### src/rtl/ext_wr_ctrl.sv
`timescale 1ns/1ps
module ext_wr_ctrl #(
  parameter int AW  = 16,
  parameter int DW  = 16,
  parameter int WSW = 3
) (
  input  logic          clk,
  input  logic          rst,
  input  logic          req_valid,
  input  logic [AW-1:0] req_addr,
  input  logic [DW-1:0] req_data,
  input  logic [1:0]    req_mode,
  input  logic [WSW-1:0] req_waits,
  input  logic          req_hold,
  input  logic          ack_in,
  output logic          busy,
  output logic          done,
  output logic          cs_n,
  output logic          wr_n,
  output logic          oe_n,
  output logic [AW-1:0] addr_out,
  output logic [DW-1:0] data_out
);

  typedef enum logic [2:0] {
    ST_IDLE, ST_SETUP, ST_WAIT, ST_ACK, ST_FIN, ST_TAIL, ST_HOLD
  } st_t;

  st_t           st;
  logic [WSW-1:0] cnt;
  logic          fin2;
  logic [1:0]    mode_q;
  logic          hold_q;

  wire strobe  = (st == ST_WAIT) || (st == ST_ACK) || (st == ST_FIN);
  wire use_ws  = (mode_q != 2'b01);
  wire use_ack = (mode_q != 2'b00);

  assign busy = (st != ST_IDLE);

  always_ff @(posedge clk) begin
    if (rst) begin
      st       <= ST_IDLE;
      cnt      <= '0;
      fin2     <= 1'b0;
      mode_q   <= 2'b00;
      hold_q   <= 1'b0;
      cs_n     <= 1'b1;
      oe_n     <= 1'b1;
      done     <= 1'b0;
      addr_out <= '0;
      data_out <= '0;
    end else begin
      done <= 1'b0;
      oe_n <= !(strobe || (st == ST_TAIL && hold_q));
      unique case (st)
        ST_IDLE: if (req_valid) begin
          st       <= ST_SETUP;
          cs_n     <= 1'b0;
          addr_out <= req_addr;
          data_out <= req_data;
          mode_q   <= req_mode;
          hold_q   <= req_hold;
          cnt      <= req_waits;
          fin2     <= 1'b0;
        end
        ST_SETUP: st <= use_ws ? ST_WAIT : ST_ACK;
        ST_WAIT:
          if (cnt == '0) st <= use_ack ? ST_ACK : ST_TAIL;
          else cnt <= cnt - 1'b1;
        ST_ACK: if (ack_in) begin
          st   <= ST_FIN;
          fin2 <= 1'b0;
        end
        ST_FIN:
          if (fin2) st <= ST_TAIL;
          else fin2 <= 1'b1;
        ST_TAIL:
          if (hold_q) st <= ST_HOLD;
          else begin
            st   <= ST_IDLE;
            cs_n <= 1'b1;
            done <= 1'b1;
          end
        ST_HOLD: begin
          st   <= ST_IDLE;
          cs_n <= 1'b1;
          done <= 1'b1;
        end
        default: st <= ST_IDLE;
      endcase
    end
  end

  always_ff @(negedge clk) begin
    if (rst) wr_n <= 1'b1;
    else     wr_n <= !strobe;
  end

endmodule

### config.mk
export PLATFORM = sky130hd
export DESIGN_NAME = ext_wr_ctrl
export DESIGN_NICKNAME = d
export VERILOG_FILES = /design/src/rtl/ext_wr_ctrl.sv
export SDC_FILE = /design/constraint.sdc
export NUM_CORES = 1
export LEC_CHECK = 0
export BUFFER_PORTS_ARGS = -buffer_cell sky130_fd_sc_hd__buf_2
export CELL_PAD_IN_SITES_DETAIL_PLACEMENT = 1
export CELL_PAD_IN_SITES_GLOBAL_PLACEMENT = 2
export CORE_MARGIN = 2
export CORE_UTILIZATION = 23
export DETAILED_ROUTE_END_ITERATION = 16
export PLACE_DENSITY = 0.74
export SKIP_LAST_GASP = 1
export SYNTH_ARGS = -nofsm -noshare
export SYNTH_HDL_FRONTEND = slang
export SYNTH_SLANG_ARGS = --single-unit
### constraint.sdc
create_clock -name clk -period 1.5 [get_ports clk]
set_input_delay 0.225 -clock clk [delete_from_list [all_inputs] [get_ports clk]]
set_output_delay 0.225 -clock clk [all_outputs]
set_load 0.03 [all_outputs]
==> results of run 1 <==
layer usage:
layer,vias up,part of all wire,GRT usage,wire length (um)
met1,863,0.49,0.154,2560
met2,48,0.45,0.192,2380
met3,2,0.055,0.0313,289
met4,0,0.0055,0.0326,29
li1,914,-,-,-
met5,-,0,0,0
state kept, by name, summed over array words and instances (netlist names):
signal and flops:
mode_q 2, done 1, cnt 3, addr_out 16, wr_n 1, cs_n 1, oe_n 1, fin2 1
st 3, hold_q 1, data_out 16
power by group through the flow:
stage                     combinational (uW)  sequential, uW  clock [uW]
after floorplan                         1270            2120        8.34
after global placement                  2320            1700        8.34
after detailed placement                2340            1710        8.34
after CTS                               2480            1700         971
after global routing                    2830            1740        1020
final                                   2570            1710         921
worst max-delay path by stage:
stage	from	end	slack, ps	cells past startpoint
5_1_grt	wr_n	wr_n	-300	1
3_3_place_gp	st[2]	wr_n	-40	2
6_report	wr_n	wr_n	-250	1
2_1_floorplan	st[1]	wr_n	-80	4
3_5_place_dp	cnt[0]	cnt[0]	-60	7
4_1_cts	wr_n	wr_n	-260	1
cells in the final DEF (no fill, tap or decap), types with 2 or more instances in the layout:
cell       n
inv_1      6
o21ai_1    2
clkbuf_8   5
dfxtp_2    5
a211oi_1   2
buf_12     2
a21oi_1   38
dfxtp_1   41
buf_6      3
nand2_1   77
nor2_1     9
o21ai_0    3
nor2b_1    2
buf_2     76
a21oi_2    4
inv_2      3
clkbuf_1   2
ha_4       2
buf_4     11
worst reg2reg max path, delay by kind of cell (launching register included):
family,cells,cell delay (ps)
DFF,1,380
AOI/OAI and AO/OA,1,120
and+or+nand+nor,1,230
Yosys cell counts:
| library cell | instances | area, um2 |
|---|---|---|
| nand3_1 | 1 | 5.00 |
| a211o_1 | 1 | 8.76 |
| a21oi_2 | 3 | 26.3 |
| o211ai_2 | 1 | 12.5 |
| mux2i_1 | 1 | 10.0 |
| a211oi_1 | 2 | 15.0 |
| dfxtp_1 | 46 | 921 |
| nor2_1 | 9 | 33.8 |
| ha_1 | 2 | 25.0 |
| nand2b_1 | 1 | 6.26 |
| buf_8 | 3 | 45.0 |
| or3_1 | 2 | 12.5 |
| a21oi_1 | 39 | 195 |
| nor3_1 | 1 | 5.00 |
| buf_2 | 5 | 25.0 |
| inv_2 | 1 | 3.75 |
| nor4b_1 | 1 | 8.76 |
| clkbuf_1 | 2 | 7.51 |
| inv_1 | 8 | 30.0 |
| buf_6 | 3 | 33.8 |
| o21ai_0 | 5 | 25.0 |
| and2b_2 | 1 | 8.76 |
| and2_1 | 1 | 6.26 |
| nand2_1 | 78 | 293 |
| o211ai_1 | 1 | 7.51 |
| o2111ai_1 | 1 | 8.76 |
| nand2_2 | 1 | 6.26 |
| or3b_1 | 1 | 8.76 |
| a22oi_1 | 1 | 7.51 |
| nor3_2 | 1 | 10.0 |
| a31oi_1 | 1 | 6.26 |
| buf_4 | 2 | 15.0 |
| nor2b_1 | 2 | 12.5 |
| o21bai_1 | 1 | 7.51 |
| a2111oi_2 | 1 | 15.0 |
metrics by stage:
step | total power [uW] | worst slack, ps | instance area, um2
after floorplan | 3390 | -77.4 | 1880
after CTS | 5150 | -265 | 2540
after global routing | 5590 | -303 | 2590
final | 5200 | -251 | 2590
after global placement | 4030 | -40.8 | 2380
after detailed placement | 4060 | -62.4 | 2380
logic make-up after synthesis:
logic type / count (synthesis) / synth area share
DFF: 46 / 0.493
adders and majority gates: 2 / 0.0134
buffers and inverters: 24 / 0.0857
muxes: 1 / 0.00536
and+or+nand+nor: 100 / 0.223
AOI/OAI and AO/OA: 57 / 0.180
timing repair:
| item | 4_1_cts | 5_1_grt |
|---|---|---|
| setup buffers | 1 | 1 |
| resized for setup | 13 | 10 |
| endpoints found under the setup margin | 6 | 6 |
| pin swaps | 4 | 3 |
final cells by class:
cell class | instances | area, um2
tap | 102 | 128
timing repair buffer | 92 | 537
clock inverter | 2 | 33.8
sequential | 46 | 927
fill | 976 | 5220
multi-input combinational | 160 | 856
clock buffer | 7 | 76.3
inverter | 8 | 30.0
==> flow_metrics.py, run 1 <==
metrics = {
    "pwr": {
        "p_sw_uw": 2140,
        "p_int_uw": 3060,
        "pwr-share-comb": 0.494,
        "ir_drop_mv": 0.647,
        "leakage_uw": 0.00114,
        "p_per_area_nw_per_um2": 2010,
        "netSwitchingFraction": 0.412,
        "seq_power_share": 0.328,
        "clkPwrFrac": 0.177,
    },
    "routing": {
        "wl_um": 5260,
        "dr.first_iter.drc_count": 58,
        "wl_per_cell_um": 12.6,
        "drc_errors": 0,
        "viasPerCell": 4.38,
        "antenna_left": 0,
        "vias": 1827,
        "drt-pass1-iter-count": 4,
    },
    "worst_setup_path": {
        "crit_type": "register to primary output",
        "crit_buf_inv": 1,
        "critPathLaunchType": "register",
        "crit_required_ps": 1270,
        "r2r-start": "st[2]",
        "r2r.worst_path.cells": 2,
        "endpoint_kind": "primary output",
        "crit_slowest_cell": "dfxtp_2",
        "path_max_fanout": 1,
        "cpPeakStageDelay_ps": 300,
        "crit_arrival_ps": 1530,
        "worstReg2RegEnd": "wr_n",
        "ff2ff_setup_slack_ps": 0,
        "crit_chain": "buf_6",
        "worst_path_dominant_cell_family": "flip-flops",
    },
    "outcome": {
        "violations": "negative setup slack",
        "outcome": "finished with violations",
    },
    "sta": {
        "tightest_slew_ps": 514,
        "timing.clock.skew_ps": 54.8,
        "fin_setup_tns_ps": -254,
        "whs_ps": 162,
        "rsz0062_at_grt": "yes",
        "slew_headroom": 0.657,
        "setup_slack_ps": -251,
        "drv_slew": 0,
        "setup_viol": 2,
        "hold_violations": 0,
    },
    "min_path": {
        "holdCritStartpoint": "req_addr[1]",
        "holdPathStages": 3,
        "hold_end": "addr_out[1]",
        "hold_path_class": "input port to register",
    },
    "grt": {
        "grtUsageTotal": 0.118,
        "antenna_found_initial": 0,
        "grt_overflow": 0,
        "grt_pass1_vias": 1765,
        "grt_max_degree": 45,
        "grt_first_pass_wirelength_um": 8290,
    },
    "die": {
        "fp.coreArea_um2": 7810,
        "io_pins": 79,
        "die_area_um2": 8860,
        "die_h_um": 94.1,
        "initial_utilization": 0.239,
        "die_w_um": 94.1,
        "rows": 32,
    },
    "clock_tree": {
        "cts.sinks": 46,
        "cts_tree": "built",
        "clock_latency_ps": 340,
        "hold_buffers": 0,
        "path_clk_slew_ps": 80,
        "root_buffer": "clkbuf_8",
        "cts_buffers": 5,
        "htree_levels": 2,
        "cts_max_path_buffers": 2,
    },
    "synthesis": {
        "ys_seq_elements": 46,
        "syn_area_per_cell_um2": 8.12,
        "yosysUniqueCellTypes": 35,
        "yosysSeqAreaShare": 0.493,
        "syn_nets": 274,
        "yosysWarnings": 0,
        "netlist_instances": 230,
        "synthesis.area_um2": 1870,
    },
    "final_layout": {
        "synthToLayoutAreaGrowth_pct": 38.5,
        "antenna_cells": 0,
        "nets": 358,
        "instances_no_fill": 417,
        "drive_gt1_frac": 0.384,
        "fin_util": 0.331,
    },
    "placed_design": {
        "gp_congestion": 0.768,
        "portBuffers": 78,
        "dpl.cell_count": 407,
        "dp_hpwl_um": 3710,
    },
    "flow_run": {
        "drv_cap": 0,
    },
}
Note: power is estimated with default switching activity, not from simulation.
==> inputs of run 2 (changes only) <==
--- a/config.mk
+++ b/config.mk
@@ -5,13 +5,14 @@
 export SDC_FILE = /design/constraint.sdc
 export NUM_CORES = 1
 export LEC_CHECK = 0
+export ABC_AREA = 1
 export BUFFER_PORTS_ARGS = -buffer_cell sky130_fd_sc_hd__buf_2
 export CELL_PAD_IN_SITES_DETAIL_PLACEMENT = 1
 export CELL_PAD_IN_SITES_GLOBAL_PLACEMENT = 2
 export CORE_MARGIN = 2
-export CORE_UTILIZATION = 23
+export CORE_UTILIZATION = 22
 export DETAILED_ROUTE_END_ITERATION = 16
-export PLACE_DENSITY = 0.74
+export PLACE_DENSITY = 0.73
 export SKIP_LAST_GASP = 1
 export SYNTH_ARGS = -nofsm -noshare
 export SYNTH_HDL_FRONTEND = slang
==> run 2 against run 1 <==
The run still ends with negative setup slack left. Register-to-register slack gained 30 ps. Via count grew 4.6%. Clock skew grew 6.3 ps. Worst setup slack is essentially flat. First-iteration DRC count shrank 28%. Clock power shrank 19%. Final cell count grew 5.8%. Combinational power shrank 14%. Utilization shrank 1.6 points. Total power shrank 11%. Critical path type unchanged. Critical endpoint unchanged.
==> flow_metrics.py, run 2 <==
metrics = {
    "die": {
        "fp.coreArea_um2": 8220,
        "initial_utilization": 0.228,
        "rows": 33,
        "die_w_um": 96.2,
        "die_h_um": 96.2,
        "die_area_um2": 9260,
        "io_pins": 79,
    },
    "final_layout": {
        "synthToLayoutAreaGrowth_pct": 38.5,
        "nets": 379,
        "final_common_cell": "nand2_1",
        "antenna_cells": 0,
        "drive_gt1_frac": 0.372,
        "finish.instance_area_um2": 2590,
        "layout_common_cells": "86 x nand2_1, 76 x buf_2, 42 x dfxtp_1, 40 x a21oi_1, 17 x buf_4",
        "reg_top3": "addr_out: 16 flops, data_out: 16 flops",
    },
    "placed_design": {
        "gp_congestion": 0.839,
        "place_ws_ps": -77.2,
        "dp_hpwl_um": 3980,
        "portBuffers": 78,
        "placed_cell_area_um2": 2430,
    },
    "worst_setup_path": {
        "endpoint_kind": "primary output",
        "cpPeakStageDelay_ps": 300,
        "crit_chain": "buf_6",
        "startpoint": "wr_n",
        "crit_buf_inv": 1,
        "crit_arrival_ps": 1530,
        "crit_slowest_cell": "dfxtp_2",
        "path_max_fanout": 1,
        "critPathLaunchType": "register",
        "worst_path_dominant_cell_family": "flip-flops",
        "crit_type": "register to primary output",
        "r2r-start": "st[1]",
        "crit_required_ps": 1270,
    },
    "pwr": {
        "p_per_area_nw_per_um2": 1780,
        "ir_drop_mv": 0.437,
        "leakage_uw": 0.00122,
    },
    "grt": {
        "grt_pass1_vias": 1921,
        "grt_first_pass_wirelength_um": 8750,
        "grtUsageTotal": 0.121,
        "grt_max_degree": 42,
        "grt_overflow": 0,
        "antenna_found_initial": 0,
    },
    "routing": {
        "wl_per_cell_um": 12.1,
        "dr.first_iter.drc_count": 42,
        "drc_errors": 0,
        "drt-pass1-iter-count": 4,
        "wl_um": 5320,
        "antenna_left": 0,
        "viasPerCell": 4.33,
        "vias": 1911,
    },
    "clock_tree": {
        "hold_buffers": 0,
        "path_clk_slew_ps": 90,
        "root_buffer": "clkbuf_8",
        "cts.sinks": 46,
        "cts_tree": "built",
        "cts_max_path_buffers": 2,
        "clock_latency_ps": 350,
        "htree_levels": 2,
        "cts_buffers": 5,
    },
    "sta": {
        "tightest_slew_ps": 455,
        "rsz0062_at_grt": "yes",
        "drv_slew": 0,
        "hold_violations": 0,
        "timing.clock.skew_ps": 61.1,
        "slew_headroom": 0.697,
        "setup_slack_ps": -251,
        "setup_viol": 1,
    },
    "synthesis": {
        "synth_area_leaders": "dfxtp_1 49%, nand2_1 18%, a21oi_1 11%",
        "synthesis.area_um2": 1870,
        "yosysTopAreaCell": "dfxtp_1",
        "yosysWarnings": 0,
        "synth_edf_count": 0,
        "ys_seq_elements": 46,
        "yosysSeqAreaShare": 0.492,
        "synthFlopType": "dfxtp_1",
        "yosysUniqueCellTypes": 23,
        "post-synth-top-count-cell": "nand2_1",
        "async_reset_ff_frac": 0,
        "synth_top_area_frac": 0.492,
        "synth_commonest_cells": "90 x nand2_1, 46 x dfxtp_1, 40 x a21oi_1",
        "syn_area_per_cell_um2": 7.67,
        "syn_nets": 288,
        "netlist_instances": 244,
    },
    "min_path": {
        "hold_path_class": "input port to register",
        "holdCritStartpoint": "req_addr[4]",
    },
    "outcome": {
        "violations": "negative setup slack",
        "outcome": "finished with violations",
    },
    "flow_run": {
        "drv_cap": 0,
    },
}
[run 2: layout make-up]
cell class / count / area [um2]
fill: 1022 / 5630
sequential: 46 / 931
multi-input combinational: 170 / 821
timing repair buffer: 97 / 566
tap: 105 / 131
clock buffer: 6 / 72.6
inverter: 14 / 55.1
clock inverter: 3 / 13.8
[run 2: routing by layer]
layer | up-vias | wire, um | track usage
met2 | 47 | 2690 | 0.215
met1 | 898 | 2240 | 0.139
met5 | - | 0 | 0
met4 | 0 | 43 | 0.0321
met3 | 5 | 353 | 0.0399
li1 | 961 | - | -
[run 2: what timing repair did]
item | 4_1_cts | 5_1_grt
buffers inserted | 2 | 2
gates resized for setup | 13 | 7
pin swaps | 2 | 1
endpoints found under the setup margin | 3 | 12
[run 2: cell families after synthesis]
kind of cell             after synthesis  share of synthesized area
AO/OA/AOI/OAI                         55                      0.151
adder cells (fa/ha/maj)                2                     0.0134
buffers and inverters                 28                     0.0803
flip-flops                            46                      0.492
AND/OR/NAND/NOR                      113                      0.264
[run 2: worst paths after layout]
kind / to / slack [ps] / depth (start not counted)
hold / removal: addr_out[4] / 160 / 3
hold reg to reg: addr_out[12] / 460 / 2
setup / recovery: wr_n / -250 / 1
setup reg to reg: wr_n / 30 / 4
[run 2: stage by stage]
step           hold WS (ps)  power (uW)   util  std cells  TNS (ps)
2_1_floorplan           368        3130      -        244     -88.5
3_3_place_gp            448        3740  0.295        429     -28.1
3_5_place_dp            454        3780  0.295        429     -77.2
4_1_cts                 149        4640  0.311        439      -270
5_1_grt                 143        5020  0.315        441      -325
6_report                163        4610  0.315        441      -251
[run 2: power breakdown]
group | switching (uW) | internal, uW
registers | 153 | 1500
clock network | 419 | 329
logic | 1400 | 804
total | 1980 | 2640
==> inputs of run 3 (changes only) <==
--- a/config.mk
+++ b/config.mk
@@ -10,10 +10,11 @@
 export CELL_PAD_IN_SITES_DETAIL_PLACEMENT = 1
 export CELL_PAD_IN_SITES_GLOBAL_PLACEMENT = 2
 export CORE_MARGIN = 2
-export CORE_UTILIZATION = 22
+export CORE_UTILIZATION = 25
 export DETAILED_ROUTE_END_ITERATION = 16
-export PLACE_DENSITY = 0.73
+export PLACE_DENSITY = 0.78
 export SKIP_LAST_GASP = 1
+export SLEW_MARGIN = 30
 export SYNTH_ARGS = -nofsm -noshare
 export SYNTH_HDL_FRONTEND = slang
 export SYNTH_SLANG_ARGS = --single-unit
==> constraint.sdc (replaced) <==
create_clock -name clk -period 2 [get_ports clk]
set_input_delay 0.3 -clock clk [delete_from_list [all_inputs] [get_ports clk]]
set_output_delay 0.3 -clock clk [all_outputs]
set_load 0.03 [all_outputs]
==> run 3 against run 2 <==
The run still ends with negative setup slack left. Critical path depth unchanged. Combinational power is 35% lower. Via count shrank 4.6%. Sequential power fell by 25%. Worst setup slack better by 170 ps. Global-route usage grew 0.31 points. Clock power decreased by 5.8%.
==> flow_metrics.py, run 3 (synthesized netlist as in run 2, its figures left out) <==
metrics = {
    "outcome": {
        "violations": "negative setup slack",
        "outcome": "finished with violations",
    },
    "worst_setup_path": {
        "crit_arrival_ps": 1780,
        "cp.depth": 1,
        "worst_path_dominant_cell_family": "flip-flops",
        "r2r.worst_path.cells": 3,
        "cpPeakStageDelay_ps": 310,
        "crit_slowest_cell": "dfxtp_2",
        "crit_chain": "buf_6",
        "endpoint_kind": "primary output",
        "crit_buf_inv": 1,
        "path_max_fanout": 1,
        "crit_type": "register to primary output",
        "r2r-start": "st[1]",
        "ff2ff_setup_slack_ps": 120,
        "worstReg2RegEnd": "wr_n",
        "crit_required_ps": 1700,
        "critPathLaunchType": "register",
    },
    "min_path": {
        "hold_end": "addr_out[6]",
        "holdCritStartpoint": "req_addr[6]",
        "holdPathStages": 3,
        "hold_path_class": "input port to register",
    },
    "clock_tree": {
        "cts_setup_buffers": 0,
        "cts.sinks": 46,
        "cts_tree": "built",
        "cts_buffers": 5,
        "cts_max_path_buffers": 2,
        "path_clk_slew_ps": 90,
        "root_buffer": "clkbuf_8",
        "hold_buffers": 0,
        "clock_latency_ps": 340,
        "htree_levels": 2,
    },
    "sta": {
        "slew_headroom": 0.694,
        "rsz0062_at_grt": "yes",
        "timing.clock.skew_ps": 54.3,
        "hold_violations": 0,
        "whs_ps": 242,
        "setup_slack_ps": -76.3,
        "setup_viol": 1,
        "tightest_slew_ps": 459,
        "drv_slew": 0,
    },
    "placed_design": {
        "dpl.cell_count": 416,
        "portBuffers": 78,
        "dp_hpwl_um": 3650,
        "gp_congestion": 0.726,
    },
    "final_layout": {
        "synthToLayoutAreaGrowth_pct": 32.8,
        "antenna_cells": 0,
        "instances_no_fill": 424,
        "final_common_cell": "nand2_1",
        "layout_common_cells": "90 x nand2_1, 77 x buf_2, 45 x dfxtp_1, 40 x a21oi_1, 11 x inv_1",
        "drive_gt1_frac": 0.326,
        "nets": 368,
        "fill_cells": 951,
        "reg_top3": "addr_out: 16 flops, data_out: 16 flops",
    },
    "routing": {
        "wl_per_cell_um": 11.7,
        "viasPerCell": 4.30,
        "drt-pass1-iter-count": 4,
        "vias": 1824,
        "dr.first_iter.drc_count": 34,
        "wl_um": 4980,
        "antenna_left": 0,
        "drc_errors": 0,
    },
    "die": {
        "die_area_um2": 8190,
        "fp.coreArea_um2": 7250,
        "rows": 31,
        "die_h_um": 90.5,
        "die_w_um": 90.5,
        "io_pins": 79,
        "initial_utilization": 0.258,
    },
    "grt": {
        "grt_pass1_vias": 1899,
        "antenna_found_initial": 0,
        "grt_max_degree": 42,
        "grt_first_pass_wirelength_um": 8570,
        "grt_overflow": 0,
        "grtUsageTotal": 0.124,
    },
    "pwr": {
        "pwr-share-comb": 0.426,
        "seq_power_share": 0.366,
        "p_sw_uw": 1420,
        "p_int_uw": 1970,
        "p_per_area_nw_per_um2": 1370,
        "netSwitchingFraction": 0.420,
        "clkPwrFrac": 0.208,
        "ir_drop_mv": 0.471,
        "leakage_uw": 0.00117,
    },
    "flow_run": {
        "drv_cap": 0,
    },
}
run 3: cell types whose count changed in the layout (fill, tap and decap cells not counted), moves of 2 or more:
cell,previous run,this run
dfxtp_1,42,45
nand2_1,86,90
dfxtp_4,2,0
inv_4,2,0
nand2_2,4,0
buf_4,17,7
run 3: per-stage QoR:
step                      utilization  worst slack, ps  total power (uW)  setup TNS (ps)  cell area (um2)
after global placement          0.326              115              2720               0             2360
after detailed placement        0.326             80.8              2740               0             2360
final                           0.342            -76.3              3390           -76.3             2480
after CTS                       0.342            -87.3              3470           -87.3             2480
after global routing            0.342             -113              3670            -113             2480
after floorplan                     -              104              2340               0             1870
run 3: repair_timing:
| action | CTS | global route |
|---|---|---|
| setup endpoints to repair | 1 | 1 |
| cloned | 0 | 0 |
| resized for setup | 3 | 0 |
run 3: power groups by stage:
| stage | sequential [uW] | clock (uW) | combinational (uW) |
|---|---|---|---|
| after global routing | 1270 | 770 | 1630 |
| after global placement | 1260 | 6.26 | 1450 |
| after CTS | 1250 | 739 | 1480 |
| final | 1240 | 704 | 1440 |
| after detailed placement | 1260 | 6.26 | 1470 |
| after floorplan | 1530 | 6.26 | 810 |
run 3: worst max-delay path by stage:
stage | endpoint | from | slack, ps
CTS | wr_n | wr_n | -90
global placement | wr_n | st[1] | 120
finish | wr_n | wr_n | -80
global route | wr_n | wr_n | -110
floorplan | wr_n | st[1] | 100
detailed placement | wr_n | st[1] | 80
run 3: cell type report:
cell class / count / area, um2 / share of cell area
Clock buffer: 5 / 68.8 / 0.0277
Clock inverter: 4 / 47.5 / 0.0191
Inverter: 14 / 52.6 / 0.0212
Multi-Input combinational cell: 170 / 800 / 0.322
Sequential cell: 46 / 922 / 0.371
Tap cell: 99 / 124 / 0.0499
Timing Repair Buffer: 86 / 469 / 0.189
run 3: routing by layer:
layer  track usage  wire, um  up-vias
li1              -         -      939
met5             0         0        -
met2         0.221      2430       44
met4        0.0308        14        0
met3        0.0392       341        2
met1         0.144      2200      839
